--- src/rtl/alm_pkg.sv ---
package alm_pkg;
  localparam int AlarmW      = 32;
  localparam int FieldStride = 8;
  localparam int MsW         = 7;
  localparam int MsFields    = 2;
  localparam int HourLsb     = 16;
  localparam int HourW       = 6;
  localparam int PmBit       = 22;
  localparam int HourMaskBit = 23;
  localparam int DayLsb      = 24;
  localparam int DayW        = 6;
  localparam int WdayW       = 3;
  localparam int WdayFieldW  = WdayW + 1;
  localparam int WdSelBit    = 30;
  localparam int DayMaskBit  = 31;

  typedef struct packed {
    logic evalStb;
    logic clearStb;
  } alm_strobe_t;
endpackage

--- src/rtl/alm_control.sv ---
module alm_control
  import alm_pkg::*;
(
  input  logic        secTick,
  input  logic        alarmEn,
  input  logic        flagWrEn,
  input  logic        flagWrData,
  output alm_strobe_t strobes
);
  // Comparison is only sampled on a second boundary while armed.
  always_comb begin
    strobes.evalStb  = secTick && alarmEn;
    strobes.clearStb = flagWrEn && !flagWrData;
  end
endmodule

--- src/rtl/alm_datapath.sv ---
module alm_datapath
  import alm_pkg::*;
(
  input  logic                clk,
  input  logic                rstN,
  input  alm_strobe_t         strobes,
  input  logic [AlarmW-1:0]   alarmWord,
  input  logic [MsW-1:0]      calSec,
  input  logic [MsW-1:0]      calMin,
  input  logic [HourW-1:0]    calHour,
  input  logic                calPm,
  input  logic [DayW-1:0]     calDate,
  input  logic [WdayW-1:0]    calWeekday,
  input  logic                twelveHour,
  output logic                matchNow,
  output logic                flagQ
);
  logic [MsW-1:0] calMs [MsFields];
  logic [MsFields-1:0] msHit;
  logic hourHit, pmOk, dayHit, dateHit, wdayHit;

  assign calMs[0] = calSec;
  assign calMs[1] = calMin;

  // Seconds and minutes share one layout: value then mask bit, 8 bits apart.
  for (genvar gi = 0; gi < MsFields; gi++) begin : g_ms
    logic [MsW-1:0] almVal;
    logic           almMask;
    assign almVal  = alarmWord[gi*FieldStride +: MsW];
    assign almMask = alarmWord[gi*FieldStride + MsW];
    assign msHit[gi] = almMask || (almVal == calMs[gi]);
  end

  always_comb begin
    pmOk    = twelveHour ? (alarmWord[PmBit] == calPm) : !alarmWord[PmBit];
    hourHit = alarmWord[HourMaskBit] ||
              ((alarmWord[HourLsb +: HourW] == calHour) && pmOk);
    dateHit = alarmWord[DayLsb +: DayW] == calDate;
    wdayHit = alarmWord[DayLsb +: WdayFieldW] == {1'b0, calWeekday};
    dayHit  = alarmWord[DayMaskBit] ||
              (alarmWord[WdSelBit] ? wdayHit : dateHit);
    matchNow = (&msHit) && hourHit && dayHit;
  end

  // A fresh event outranks a concurrent software clear.
  always_ff @(posedge clk) begin
    if (!rstN) begin
      flagQ <= 1'b0;
    end else if (strobes.evalStb && matchNow) begin
      flagQ <= 1'b1;
    end else if (strobes.clearStb) begin
      flagQ <= 1'b0;
    end
  end
endmodule

--- src/rtl/bcd_alarm_matcher.sv ---
module bcd_alarm_matcher
  import alm_pkg::*;
(
  input  logic              clk,
  input  logic              rstN,
  input  logic              secTick,
  input  logic [MsW-1:0]    calSec,
  input  logic [MsW-1:0]    calMin,
  input  logic [HourW-1:0]  calHour,
  input  logic              calPm,
  input  logic [DayW-1:0]   calDate,
  input  logic [WdayW-1:0]  calWeekday,
  input  logic              twelveHour,
  input  logic [AlarmW-1:0] alarmWord,
  input  logic              alarmEn,
  input  logic              irqEn,
  input  logic              flagWrEn,
  input  logic              flagWrData,
  output logic              alarmFlag,
  output logic              alarmIrq
);
  alm_strobe_t strobes;
  logic matchNow;

  alm_control u_ctl (
    .secTick    (secTick),
    .alarmEn    (alarmEn),
    .flagWrEn   (flagWrEn),
    .flagWrData (flagWrData),
    .strobes    (strobes)
  );

  alm_datapath u_dp (
    .clk        (clk),
    .rstN       (rstN),
    .strobes    (strobes),
    .alarmWord  (alarmWord),
    .calSec     (calSec),
    .calMin     (calMin),
    .calHour    (calHour),
    .calPm      (calPm),
    .calDate    (calDate),
    .calWeekday (calWeekday),
    .twelveHour (twelveHour),
    .matchNow   (matchNow),
    .flagQ      (alarmFlag)
  );

  assign alarmIrq = alarmFlag && irqEn;
endmodule

--- config.mk ---
export PLATFORM = sky130hd
export DESIGN_NAME = bcd_alarm_matcher
export DESIGN_NICKNAME = d
export VERILOG_FILES = /design/src/rtl/alm_pkg.sv /design/src/rtl/alm_control.sv /design/src/rtl/alm_datapath.sv /design/src/rtl/bcd_alarm_matcher.sv
export SDC_FILE = /design/constraint.sdc
export NUM_CORES = 1
export LEC_CHECK = 0
export ABC_AREA = 1
export BUFFER_PORTS_ARGS = -buffer_cell sky130_fd_sc_hd__buf_2
export CAP_MARGIN = 20
export CORE_UTILIZATION = 35
export DETAILED_ROUTE_END_ITERATION = 16
export GPL_TIMING_DRIVEN = 1
export PLACE_DENSITY = 0.85
export SLEW_MARGIN = 20
export SYNTH_ARGS = -nofsm -noshare
export SYNTH_HDL_FRONTEND = slang
export SYNTH_SLANG_ARGS = --single-unit
--- constraint.sdc ---
create_clock -name clk -period 2 [get_ports clk]
set_clock_uncertainty 0.2 [all_clocks]
set_input_delay 0.4 -clock clk [delete_from_list [all_inputs] [get_ports clk]]
set_output_delay 0.4 -clock clk [all_outputs]
set_load 0.01 [all_outputs]
==> run metrics, run 1 <==
vias in the first global route=slightly above 800; most frequent cells in the layout=71 x buf_2, 55 x nand2_1, 32 x inv_1, 17 x nor2_1, 9 x xnor2_1; vias per cell=between 4 and 5; Syn Inst Count=129; kind of critical path=primary input to flop; grt total ovfl=0; row count=14; main area contributors after synthesis=nand2_1 35%, inv_1 20%, xnor2_1 13%; leading cell type in the layout, fill and taps excluded=buf_2; CP Capture Type=flop; RSZ-0062 raised after global routing=no; die area=around 1900 µm²; fin area=971 µm²; Pleak=between 0.6 and 0.7 nW; Slew HR=a little under nine tenths; flops & latches, synth=1; clock latency on the worst-skew pair=0 ns; Total Power=between 0.15 and 0.2 mW; status=complete, no violations; CTS clk-pin slew, worst paths=0 ns; Yosys top cell by area=nand2_1; crit start category=primary input; Post-DP HPWL=~1500 µm; Core Region=1540 µm²; max reg flops=1; Seq/Total Area, Yosys=under 10%; post-CTS resize count=0; nets=roughly 270; GRT Total Usage=between 10% and 20%; Final WS setup=between 0.5 and 0.6 ns; Pre-Repair DR Iteration Count=2; Max rail drop VDD=0.0917 mV; multi-input logic area=around 460 µm²; biggest regs=u_dp.flagQ x1; Avg Cell Area, Syn=around 4.6 µm²; Post-CTS Setup Bufs=0; DRC=0; Post-Route WL=between 1500 and 2000 µm; first-pass GRT wire length=2640 µm; Die Width=approximately 43 µm; ant diodes=0; synth unique cells=12; Non-Filler Instances=between 200 and 250; Routed Antenna Nets=0; cell area after synthesis=a little under 600 µm²; worst slack, placed=approximately 0.51 ns; CP Max Fanout=2; average wire per standard cell=7.29 µm; initial antenna violation count=0; Largest Register=u_dp.flagQ; post-synth top area share=about 35%; minimum clock period=about 1.5 ns; IO Port Bufs=a little over 70; Worst Hold Class=flop to flop; Reg area=20.0 µm²; placed insts=between 200 and 250; Iteration-0 DRC Markers=10; area added between synthesis and finish=63.0%; Hold Slack=approximately 0.32 ns; via count=~900; Fin. Hold Viols=0; Yosys warnings=0; share of post-route cells with drive strength above 1=between 30% and 40%; RePlAce Congestion=about 0.65; CTS Hold Buffers Added=0; worst slew pin tran=between 0.2 and 0.25 ns; # IOs=72; max-cap violations=0; Post-Route Utilization=63.0%; Final TNS setup=0 ns; period utilization=between 70% and 80%; DP Area=971 µm²; number of fill cells=167; Final Max Slew Viols=0; Req. time, crit path=1.73 ns; die extent in y=between 40 and 50 µm; Power Dens Cells=185 nW/µm²; # setup viols final=0; pin count of the biggest net entering global routing=4; Post-Syn Nets=a little under 200; initial core utilization=38.6%; Arr. time, crit path=1.21 ns; Max Clock Freq=0.676 GHz
kinds of logic after synthesis:
group | synth area share, %
AO/OA/AOI/OAI | 7.56
flip-flops | 3.36
buffers and inverters | 20.2
AND/OR/NAND/NOR | 48.3
XOR/XNOR | 20.6
worst max-delay path, stage by stage:
cell and delay, ns:
buf_2 0.09, inv_1 0.03, nand2_1 0.05, nand2_1 0.05, nor2_1 0.10, nand2_1 0.07, o21bai_2 0.10, nand2_1 0.06
nor2_1 0.08, nand2_1 0.06, a21oi_2 0.10
synthesized netlist by cell type, drive strengths merged:
cell,n
a21oi,3
dfxtp,1
inv,32
nand2,55
nand3,2
nand3b,1
nor2,17
o21ai,3
o21bai,1
xnor2,9
xor2,5
cell type report:
class                   count  area share, %
multi-input cells          96           46.9
flip-flops and latches      1           2.06
repair buffers             71           36.6
well taps                  16           2.06
inverters                  32           12.4
path summary, 6_finish.rpt:
path                                         startpoint                       to  slack, ns  cells past startpoint
worst min register to register  u_dp.flagQ$_SDFFE_PN0P_  u_dp.flagQ$_SDFFE_PN0P_       0.32                      2
worst max-delay path                          calMin[2]  u_dp.flagQ$_SDFFE_PN0P_       0.52                     11
worst max register to register  u_dp.flagQ$_SDFFE_PN0P_  u_dp.flagQ$_SDFFE_PN0P_       1.15                      2
worst min-delay path            u_dp.flagQ$_SDFFE_PN0P_  u_dp.flagQ$_SDFFE_PN0P_       0.32                      2
where the power goes:
part / switching (mW) / total, mW / internal, mW
sequential: 0.000165 / 0.0208 / 0.0206
clock: 0 / 0 / 0
combinational: 0.0698 / 0.159 / 0.0889
total: 0.0700 / 0.180 / 0.110
metal layers:
layer,up-vias,routed length [µm],global-route usage [%]
met5,-,0,0
met4,0,0,0
met3,0,150,0.851
met2,39,874,40.0
met1,372,550,15.5
li1,509,-,-
(Power assumes the default switching activity.)
==> run 2, diff against run 1 <==
- CORE_UTILIZATION: 35 -> 32
- PLACE_DENSITY: 0.85 -> 0.79
- clock period: 2 -> 1.5 ns (I/O delays scaled with it)
==> run 2 against run 1 <==
  * Die area grew 8.9%
  * Utilization shrank 5.0 points
  * Sequential share of layout area shrank 0.062 points
  * Combinational power grew 40%
  * Setup slack lost 0.41 ns
  * Register-to-register slack lost 0.51 ns
  * First-iteration DRC count shrank 40%
  * Cell count grew 4.2%
  * Via count grew 0.54%
==> run metrics, run 2 (synthesis results as in run 1) <==
status=complete, no violations; die extent in y=45.1 µm (+4.4%); Arr. time, crit path=1.12 ns (-0.09 ns); max-cap violations=0 (unchanged); GRT met3 Usage=1.60% (+0.75 points); minimum clock period=approximately 1.4 ns; row count=15 (+1); DRC=0 (unchanged); initial core utilization=34.5% (-4.1 points); vias in the first global route=734 (-12%); Reg2Reg Setup Slack=0.64 ns (-0.51 ns); # setup viols final=0 (unchanged); Hold EP=u_dp.flagQ$_SDFFE_PN0P_; Die Width=45.1 µm (+4.4%); CP Max Fanout=1 (-1); Pre-Repair DR Iteration Count=4 (+2); Max rail drop VDD=0.115 mV (+25%); grt total ovfl=0 (unchanged); pin count of the biggest net entering global routing=4 (unchanged); area added between synthesis and finish=68.1%; first-pass GRT wire length=2510 µm (-5.0%); clock latency on the worst-skew pair=0 ns (unchanged); RR Endpoint=u_dp.flagQ$_SDFFE_PN0P_; Iteration-0 DRC Markers=6 (-4); Power Dens Cells=249 nW/µm² (+35%); Final Max Slew Viols=0 (unchanged); Worst Hold Class=flop to flop; Slew HR=83.6% (-1.7 points); Req. time, crit path=1.23 ns (-0.50 ns); IO Port Bufs=71 (unchanged); ant diodes=0 (unchanged); M2 GR Usage=34.5% (-5.5 points); Fin. Hold Viols=0 (unchanged); via count=925 (+0.54%); period utilization=92.4%; depth of the most critical reg-to-reg path=2 (unchanged); max reg flops=1 (unchanged); worst slew pin tran=0.243 ns (+0.0258 ns); Post-Route WL=1720 µm (+9.0%); Hold Startpoint=u_dp.flagQ$_SDFFE_PN0P_; GRT Total Usage=15.7% (-1.3 points); nets=272 (unchanged); Core Region=1730 µm² (+12%); most frequent cells in the layout=70 x buf_2, 53 x nand2_1, 28 x inv_1, 17 x nor2_1, 8 x xnor2_1; kind of critical path=primary input to flop; busiest metal layer after global routing=met2; RePlAce Congestion=0.637 (-2.2%); Max Clock Freq=0.721 GHz; share of post-route cells with drive strength above 1=40.0% (+3.5 points); worst r2r src=u_dp.flagQ$_SDFFE_PN0P_; Final WS setup=0.113 ns (-0.407 ns); Post-DP HPWL=1570 µm (+5.3%); leading cell type in the layout, fill and taps excluded=buf_2; Non-Filler Instances=225 (+4.2%); average wire per standard cell=7.63 µm (+4.7%); die area=2040 µm² (+8.9%); met1 Resource Use GR=16.0% (+0.51 points); crit start category=primary input; Post-Route Utilization=58.0% (-5.0 points); Routed Antenna Nets=0 (unchanged); # IOs=72 (unchanged); placed insts=225 (+4.2%); worst hold stages=2 (unchanged); CP Capture Type=flop; Pleak=0.694 nW (+0.54%); vias per cell=4.11 (-3.5%); CTS clk-pin slew, worst paths=0 ns (unchanged); worst slack, placed=0.0898 ns (-0.424 ns); biggest regs=u_dp.flagQ x1; Final TNS setup=0 ns (unchanged); Largest Register=u_dp.flagQ; initial antenna violation count=0 (unchanged)
==> run 2: timing repair <==
action	in CTS	in global routing
setup buffers	0	0
endpoints found under the hold margin	0	0
endpoints found under the setup margin	0	1
hold buffers	0	0
gates resized for setup	0	8
==> run 2: worst max-delay path by stage <==
stage / end / slack [ns] / from / depth (start not counted)
2_1_floorplan: u_dp.flagQ$_SDFFE_PN0P_ / 0.31 / calDate[5] / 8
3_3_place_gp: u_dp.flagQ$_SDFFE_PN0P_ / 0.14 / calMin[2] / 11
3_5_place_dp: u_dp.flagQ$_SDFFE_PN0P_ / 0.09 / alarmWord[6] / 12
4_1_cts: u_dp.flagQ$_SDFFE_PN0P_ / 0.09 / alarmWord[6] / 12
5_1_grt: u_dp.flagQ$_SDFFE_PN0P_ / -0.005 / calSec[2] / 10
6_report: u_dp.flagQ$_SDFFE_PN0P_ / 0.11 / calSec[2] / 10
==> run 2: worst max-delay path: stages <==
cell	delay (ns)
buf_2	0.11
xnor2_2	0.14
nand2_1	0.06
nor2_1	0.08
nand2_1	0.06
nand2_1	0.06
nand2_1	0.05
nor2_1	0.09
nand2_1	0.07
a21oi_2	0.10
==> run 2: per-layer routing <==
metal | up-vias | routed length, µm
met3 | 0 | 192
li1 | 509 | -
met1 | 372 | 585
met5 | - | 0
met4 | 0 | 0
met2 | 44 | 939
==> run 2: power breakdown <==
part           switching [mW]  internal (mW)  total (mW)
combinational          0.0988          0.123       0.222
clock                       0              0           0
sequential           0.000213         0.0275      0.0277
total                  0.0990          0.150       0.249
==> run 2: area by class of cell <==
| type | instances | area, µm² |
|---|---|---|
| fill | 193 | 726 |
| multi-input combinational | 96 | 468 |
| timing repair buffer | 71 | 362 |
| sequential | 1 | 20.0 |
| tap | 25 | 31.3 |
| inverter | 32 | 120 |
==> run 2: per-stage QoR <==
step	cell area [µm²]	hold WS, ns	power (mW)
floorplan	596	0.222	0.127
global placement	982	0.324	0.233
detailed placement	982	0.337	0.243
CTS	982	0.339	0.244
global route	1000	0.346	0.280
finish	1000	0.329	0.249
